## src/rtl/ep0_csr_pkg.sv

```systemverilog
package ep0_csr_pkg;

    localparam int DATA_W    = 8;
    localparam int ADDR_W    = 2;
    localparam int NUM_FLAGS = 5;
    localparam int LEN_W     = DATA_W + 1;

    localparam logic [ADDR_W-1:0] ADDR_CSR  = 2'd0;
    localparam logic [ADDR_W-1:0] ADDR_MAXP = 2'd1;
    localparam logic [ADDR_W-1:0] ADDR_IRQ  = 2'd2;

    // bit positions inside the endpoint register
    localparam int BIT_OPR  = 0;
    localparam int BIT_IPR  = 1;
    localparam int BIT_SST  = 2;
    localparam int BIT_FST  = 3;
    localparam int BIT_DE   = 4;
    localparam int BIT_SOPR = 6;
    localparam int BIT_IRQ  = 0;

    typedef enum logic {
        FK_HWSET_W1C,    // engine sets, CPU writes one to clear
        FK_SWSET_HWCLR   // CPU writes one to set, engine clears
    } flag_kind_e;

    // packed so that each field lands on its register bit
    typedef struct packed {
        logic de;
        logic fst;
        logic sst;
        logic ipr;
        logic opr;
    } ep0_flags_t;

    typedef struct packed {
        logic token_rx;
        logic pkt_sent;
        logic proto_err;
        logic stall_done;
        logic status_done;
    } eng_evt_t;

    function automatic flag_kind_e kind_of(input int idx);
        if (idx == BIT_OPR || idx == BIT_SST)
            return FK_HWSET_W1C;
        return FK_SWSET_HWCLR;
    endfunction

    function automatic logic [LEN_W-1:0] len_from_m1(input logic [DATA_W-1:0] m1);
        return {1'b0, m1} + {{(LEN_W-1){1'b0}}, 1'b1};
    endfunction

endpackage

```

## src/rtl/ep0_flag_cell.sv

```systemverilog
module ep0_flag_cell
    import ep0_csr_pkg::*;
#(
    parameter flag_kind_e KIND = FK_HWSET_W1C
) (
    input  logic clk,
    input  logic rst,
    input  logic hw_evt,
    input  logic sw_one,
    output logic q
);

    logic nxt;

    generate
        if (KIND == FK_HWSET_W1C) begin : g_hw_set
            // engine set dominates a simultaneous CPU clear
            assign nxt = hw_evt | (q & ~sw_one);
        end else begin : g_sw_set
            // CPU set dominates a simultaneous engine clear
            assign nxt = sw_one | (q & ~hw_evt);
        end
    endgenerate

    always_ff @(posedge clk) begin
        if (rst) q <= 1'b0;
        else     q <= nxt;
    end

endmodule

```

## src/rtl/ep0_flag_bank.sv

```systemverilog
module ep0_flag_bank
    import ep0_csr_pkg::*;
(
    input  logic                 clk,
    input  logic                 rst,
    input  eng_evt_t             evt,
    input  logic [NUM_FLAGS-1:0] csr_ones,
    input  logic                 irq_clr,
    input  logic                 irq_en,
    output ep0_flags_t           flags,
    output logic                 irq_flag
);

    logic [NUM_FLAGS-1:0] hw_ev;
    logic [NUM_FLAGS-1:0] q;
    logic                 irq_set;

    always_comb begin
        hw_ev          = '0;
        hw_ev[BIT_OPR] = evt.token_rx;
        hw_ev[BIT_IPR] = evt.pkt_sent;
        hw_ev[BIT_SST] = evt.proto_err;
        hw_ev[BIT_FST] = evt.stall_done;
        hw_ev[BIT_DE]  = evt.status_done;
    end

    generate
        for (genvar i = 0; i < NUM_FLAGS; i++) begin : g_flag
            ep0_flag_cell #(.KIND(kind_of(i))) i_cell (
                .clk    (clk),
                .rst    (rst),
                .hw_evt (hw_ev[i]),
                .sw_one (csr_ones[i]),
                .q      (q[i])
            );
        end
    endgenerate

    assign flags = ep0_flags_t'(q);

    // an IN completion only counts when a packet was actually armed
    assign irq_set = irq_en & (evt.token_rx
                             | (q[BIT_IPR] & evt.pkt_sent)
                             | evt.proto_err);

    ep0_flag_cell #(.KIND(FK_HWSET_W1C)) i_irq_cell (
        .clk    (clk),
        .rst    (rst),
        .hw_evt (irq_set),
        .sw_one (irq_clr),
        .q      (irq_flag)
    );

endmodule

```

## src/rtl/ep0_maxpkt_reg.sv

```systemverilog
module ep0_maxpkt_reg
    import ep0_csr_pkg::*;
#(
    parameter logic [DATA_W-1:0] RESET_VAL = 8'h08
) (
    input  logic              clk,
    input  logic              rst,
    input  logic              wr,
    input  logic [DATA_W-1:0] wdata,
    output logic [DATA_W-1:0] value,
    output logic [LEN_W-1:0]  bytes
);

    always_ff @(posedge clk) begin
        if (rst)     value <= RESET_VAL;
        else if (wr) value <= wdata;
    end

    assign bytes = len_from_m1(value);

endmodule

```

## src/rtl/ep0_ctl_status.sv

```systemverilog
module ep0_ctl_status
    import ep0_csr_pkg::*;
#(
    parameter logic [DATA_W-1:0] MAXP_RESET = 8'h08
) (
    input  logic              clk,
    input  logic              rst,
    input  logic              bus_wr,
    input  logic [ADDR_W-1:0] bus_addr,
    input  logic [DATA_W-1:0] bus_wdata,
    output logic [DATA_W-1:0] bus_rdata,
    input  logic              irq_en,
    input  logic              eng_token_rx,
    input  logic              eng_pkt_sent,
    input  logic              eng_proto_err,
    input  logic              eng_stall_done,
    input  logic              eng_status_done,
    output logic              eng_data_phase_ok,
    output logic              eng_force_stall,
    output logic [DATA_W-1:0] maxp_m1,
    output logic [LEN_W-1:0]  maxp_bytes,
    output logic              irq_ep0
);

    localparam int PAD_W = DATA_W - NUM_FLAGS;

    logic                 wr_csr, wr_maxp, wr_irq;
    logic [NUM_FLAGS-1:0] csr_ones;
    eng_evt_t             evt;
    ep0_flags_t           flags;
    logic                 irq_flag;

    assign wr_csr  = bus_wr && (bus_addr == ADDR_CSR);
    assign wr_maxp = bus_wr && (bus_addr == ADDR_MAXP);
    assign wr_irq  = bus_wr && (bus_addr == ADDR_IRQ);

    // OUT-ready is acknowledged through its separate write-only bit
    always_comb begin
        csr_ones          = '0;
        csr_ones[BIT_OPR] = bus_wdata[BIT_SOPR];
        csr_ones[BIT_IPR] = bus_wdata[BIT_IPR];
        csr_ones[BIT_SST] = bus_wdata[BIT_SST];
        csr_ones[BIT_FST] = bus_wdata[BIT_FST];
        csr_ones[BIT_DE]  = bus_wdata[BIT_DE];
        csr_ones          = csr_ones & {NUM_FLAGS{wr_csr}};
    end

    assign evt = '{token_rx:    eng_token_rx,
                   pkt_sent:    eng_pkt_sent,
                   proto_err:   eng_proto_err,
                   stall_done:  eng_stall_done,
                   status_done: eng_status_done};

    ep0_flag_bank i_flags (
        .clk      (clk),
        .rst      (rst),
        .evt      (evt),
        .csr_ones (csr_ones),
        .irq_clr  (wr_irq & bus_wdata[BIT_IRQ]),
        .irq_en   (irq_en),
        .flags    (flags),
        .irq_flag (irq_flag)
    );

    ep0_maxpkt_reg #(.RESET_VAL(MAXP_RESET)) i_maxp (
        .clk   (clk),
        .rst   (rst),
        .wr    (wr_maxp),
        .wdata (bus_wdata),
        .value (maxp_m1),
        .bytes (maxp_bytes)
    );

    always_comb begin
        case (bus_addr)
            ADDR_CSR:  bus_rdata = {{PAD_W{1'b0}}, flags};
            ADDR_MAXP: bus_rdata = maxp_m1;
            ADDR_IRQ:  bus_rdata = {{(DATA_W-1){1'b0}}, irq_flag};
            default:   bus_rdata = '0;
        endcase
    end

    assign eng_data_phase_ok = ~flags.opr;
    assign eng_force_stall   = flags.fst;
    assign irq_ep0           = irq_flag;

endmodule

```

## config.mk

```make
export PLATFORM = sky130hd
export DESIGN_NAME = ep0_ctl_status
export DESIGN_NICKNAME = d
export VERILOG_FILES = /design/src/rtl/ep0_csr_pkg.sv /design/src/rtl/ep0_flag_cell.sv /design/src/rtl/ep0_flag_bank.sv /design/src/rtl/ep0_maxpkt_reg.sv /design/src/rtl/ep0_ctl_status.sv
export SDC_FILE = /design/constraint.sdc
export NUM_CORES = 1
export LEC_CHECK = 0
export BUFFER_PORTS_ARGS = -buffer_cell sky130_fd_sc_hd__buf_4
export CORE_UTILIZATION = 42
export CTS_CLUSTER_SIZE = 10
export DETAILED_ROUTE_END_ITERATION = 7
export PLACE_DENSITY = 0.78
export RECOVER_POWER = 50
export SLEW_MARGIN = 20
export SYNTH_ARGS = -nofsm -noshare
export SYNTH_HDL_FRONTEND = slang
export SYNTH_SLANG_ARGS = --single-unit
```

## constraint.sdc

```tcl
create_clock -name clk -period 1.15 [get_ports clk]
set_input_delay 0.0575 -clock clk [delete_from_list [all_inputs] [get_ports clk]]
set_output_delay 0.0575 -clock clk [all_outputs]
set_load 0.02 [all_outputs]
```

==> results_dict.tcl <==
set metrics [dict create \
    yosysUniqueCellTypes 28 \
    start_kind "register" \
    syn_area_um2 785.8 \
    slew_headroom_pct 83.87 \
    multi_input_area_um2 535.5 \
    grt_pass1_wl_um 3332 \
    crit_chain "and4_4 > nand4_1 > xnor2_2 > buf_4" \
    clk_latency_ns 0.28 \
    crit_slowest_cell "dfxtp_2" \
    status "complete, but fails checks" \
    crit_type "reg -> out" \
    totalWireLength_um 2205 \
    critPathCaptureType "output pin" \
    ys_warn_count 0 \
    die-width_um 45.26 \
    design_area_um2 1358 \
    pin_count 47 \
    drtIter0Drc 26 \
    detail_route.wl_per_cell_um 12.46 \
    cts_buffers 3 \
    grt_pass1_vias 772 \
    htree_num_levels 1 \
    hold_viol 0 \
    portBuffers 46 \
    postRouteAntennaNets 0 \
    ys_ff_latch 14 \
    final.fill_count 139 \
    synthCells 94 \
    diodes 0 \
    grt-ovfl-total 0 \
    seq_area_um2 290.3 \
    place_area_um2 1231 \
    final_common_cell "buf_4" \
    core_um2 1745 \
    syn_area_per_cell_um2 8.359 \
    cts.clk_slew.worst_paths_ns 0.08 \
    drive_above_1_share_pct 54.61 \
    worst_slack_ns -0.2167 \
    critPathMaxFanout 4 \
    rsz0062_at_grt "true" \
    dpl_worst_slack_ns 0.06236 \
    post-route-min-period_ns 1.367 \
    grt_start_max_net_pins 15 \
    powerDensity_nw_per_um2 860.5 \
    finalCritPeriodShare_pct 118.8 \
    clock-sinks 14 \
    postLayoutCoreUtil_pct 77.78 \
    critPathArrivalTime_ns 1.31 \
    vias 912 \
    critical-path-max-stage-delay_ns 0.35 \
    finClkSkew_ns 0.005186 \
    syn_nets 114 \
    grt_usage_pct 22.67 \
    clock_path_buffers 2 \
    setup_viol 10 \
    ir_drop_mv 0.7890 \
    die_y_um 45.26 \
    maxCapViolations 0 \
    violations "negative setup slack" \
    slew_violations 0 \
    floorplan.rows 15 \
    cts-root-buf "clkbuf_4" \
    initial_core_util_pct 45.02 \
    fin_nets 173 \
    post-route-drc-count 0 \
    cp.required_ns 1.09 \
    cts_tree "yes" \
    hold_path_class "in -> reg" \
    crit_family "simple AND/OR/NAND/NOR gates" \
    worst_slew_pin_slew_ns 0.2414 \
    area_growth_syn_to_layout_pct 72.77 \
    fmax_ghz 0.7317 \
    worst-path-buf-inv 1 \
    vias_per_cell 5.153 \
    power.leakage_nw 0.6576 \
    place.gp.congestion 0.7592 \
    yosysSeqAreaShare_pct 35.67 \
    dr.pass1.iters 4 \
    antenna_found_initial 0 \
    dieArea_um2 2048 \
    hpwl_um 1638 \
    final_cell_mix "buf_4 (55), nor2_1 (10), a21oi_1 (10)" \
]
==> routing by layer <==
layer,GRT usage (%),vias up,part of all wire [%]
met3,4.400,2,5.2
li1,-,444,-
met4,8.485,0,0.63
met5,0,-,0
met2,41.74,38,53
met1,25.43,428,41
==> power breakdown <==
part	total, mW	internal, mW	switching [mW]	leakage, nW
Sequential	0.520	0.505	0.0155	0.117
Clock	0.352	0.192	0.160	0.0210
Combinational	0.295	0.149	0.146	0.520
Total	1.17	0.846	0.322	0.658
==> flip-flops by register name, summed over array words and instances (netlist names) <==
signal and flops:
i_maxp.value 8, i_flags.g_flag.i_cell.q 5, i_flags.i_irq_cell.q 1
==> stage by stage <==
| stage | TNS, ns | std cells | power (mW) | hold WS [ns] |
|---|---|---|---|---|
| finish | -0.7840 | 177 | 1.168 | 0.01992 |
| global placement | 0 | 169 | 0.8047 | 0.2645 |
| global route | -1.500 | 177 | 1.230 | 0.007911 |
| floorplan | -0.009968 | 94 | 0.6788 | 0.1266 |
| detailed placement | 0 | 169 | 0.8099 | 0.2693 |
| CTS | -0.8205 | 177 | 1.177 | 0.01120 |
==> path summary, 6_finish.rpt <==
| check | startpoint | end | slack, ns | depth (start not counted) |
|---|---|---|---|---|
| min reg2reg | i_flags.g_flag[2].i_cell.q | i_flags.g_flag[2].i_cell.q | 0.52 | 2 |
| max reg2reg | i_flags.g_flag[1].i_cell.q | i_flags.i_irq_cell.q | 0.23 | 3 |
| min | eng_token_rx | i_flags.g_flag[0].i_cell.q | 0.02 | 2 |
| max | i_maxp.value[3] | maxp_bytes[7] | -0.22 | 4 |
==> Yosys cell counts <==
| cell | count | area (um^2) |
|---|---|---|
| dfxtp_1 | 14 | 280.3 |
| nor2_1 | 11 | 41.29 |
| a21oi_1 | 10 | 50.05 |
| nand3_1 | 9 | 45.04 |
| nand2_1 | 8 | 30.03 |
| mux2i_1 | 6 | 60.06 |
| xnor2_1 | 5 | 43.79 |
| and2_1 | 3 | 18.77 |
| inv_1 | 3 | 11.26 |
| nor2b_1 | 3 | 18.77 |
| a211o_1 | 2 | 17.52 |
| and3_1 | 2 | 12.51 |
| buf_6 | 2 | 22.52 |
| nand3b_1 | 2 | 15.01 |
| a22oi_1 | 1 | 7.510 |
| a311oi_1 | 1 | 8.760 |
| and4_1 | 1 | 8.760 |
| buf_2 | 1 | 5.000 |
| buf_4 | 1 | 7.510 |
| clkbuf_1 | 1 | 3.750 |
| ha_1 | 1 | 12.51 |
| nand4_1 | 1 | 6.260 |
| nand4b_1 | 1 | 8.760 |
| nor2b_4 | 1 | 13.76 |
| nor3b_2 | 1 | 12.51 |
| o21ai_0 | 1 | 5.000 |
| o21ba_2 | 1 | 10.01 |
| xor2_1 | 1 | 8.760 |
==> logic make-up after synthesis <==
group | count (synthesis) | share of synthesized area (%)
AND/OR/NAND/NOR | 43 | 29.46
AO/OA/AOI/OAI | 16 | 12.58
flip-flops | 14 | 35.67
buffers and inverters | 8 | 6.368
XOR/XNOR | 6 | 6.688
multiplexers | 6 | 7.644
adder cells (fa/ha/maj) | 1 | 1.592
==> area by class of cell <==
| class | instances | share of cell area [%] |
|---|---|---|
| Tap cell | 25 | 2.304 |
| Timing Repair Buffer | 59 | 33.36 |
| Inverter | 3 | 0.8295 |
| Multi-Input combinational cell | 72 | 39.45 |
| Sequential cell | 14 | 21.38 |
| Clock buffer | 4 | 2.673 |
==> repair_timing <==
item                                    in CTS  in global routing
pin swaps                                    6                  3
hold buffers                                 1                  0
endpoints found under the setup margin      11                 12
hold endpoints to repair                     1                  0
resized for setup                            8                  5
buffers inserted                             3                  0
Power figures use the tool's default switching activity.
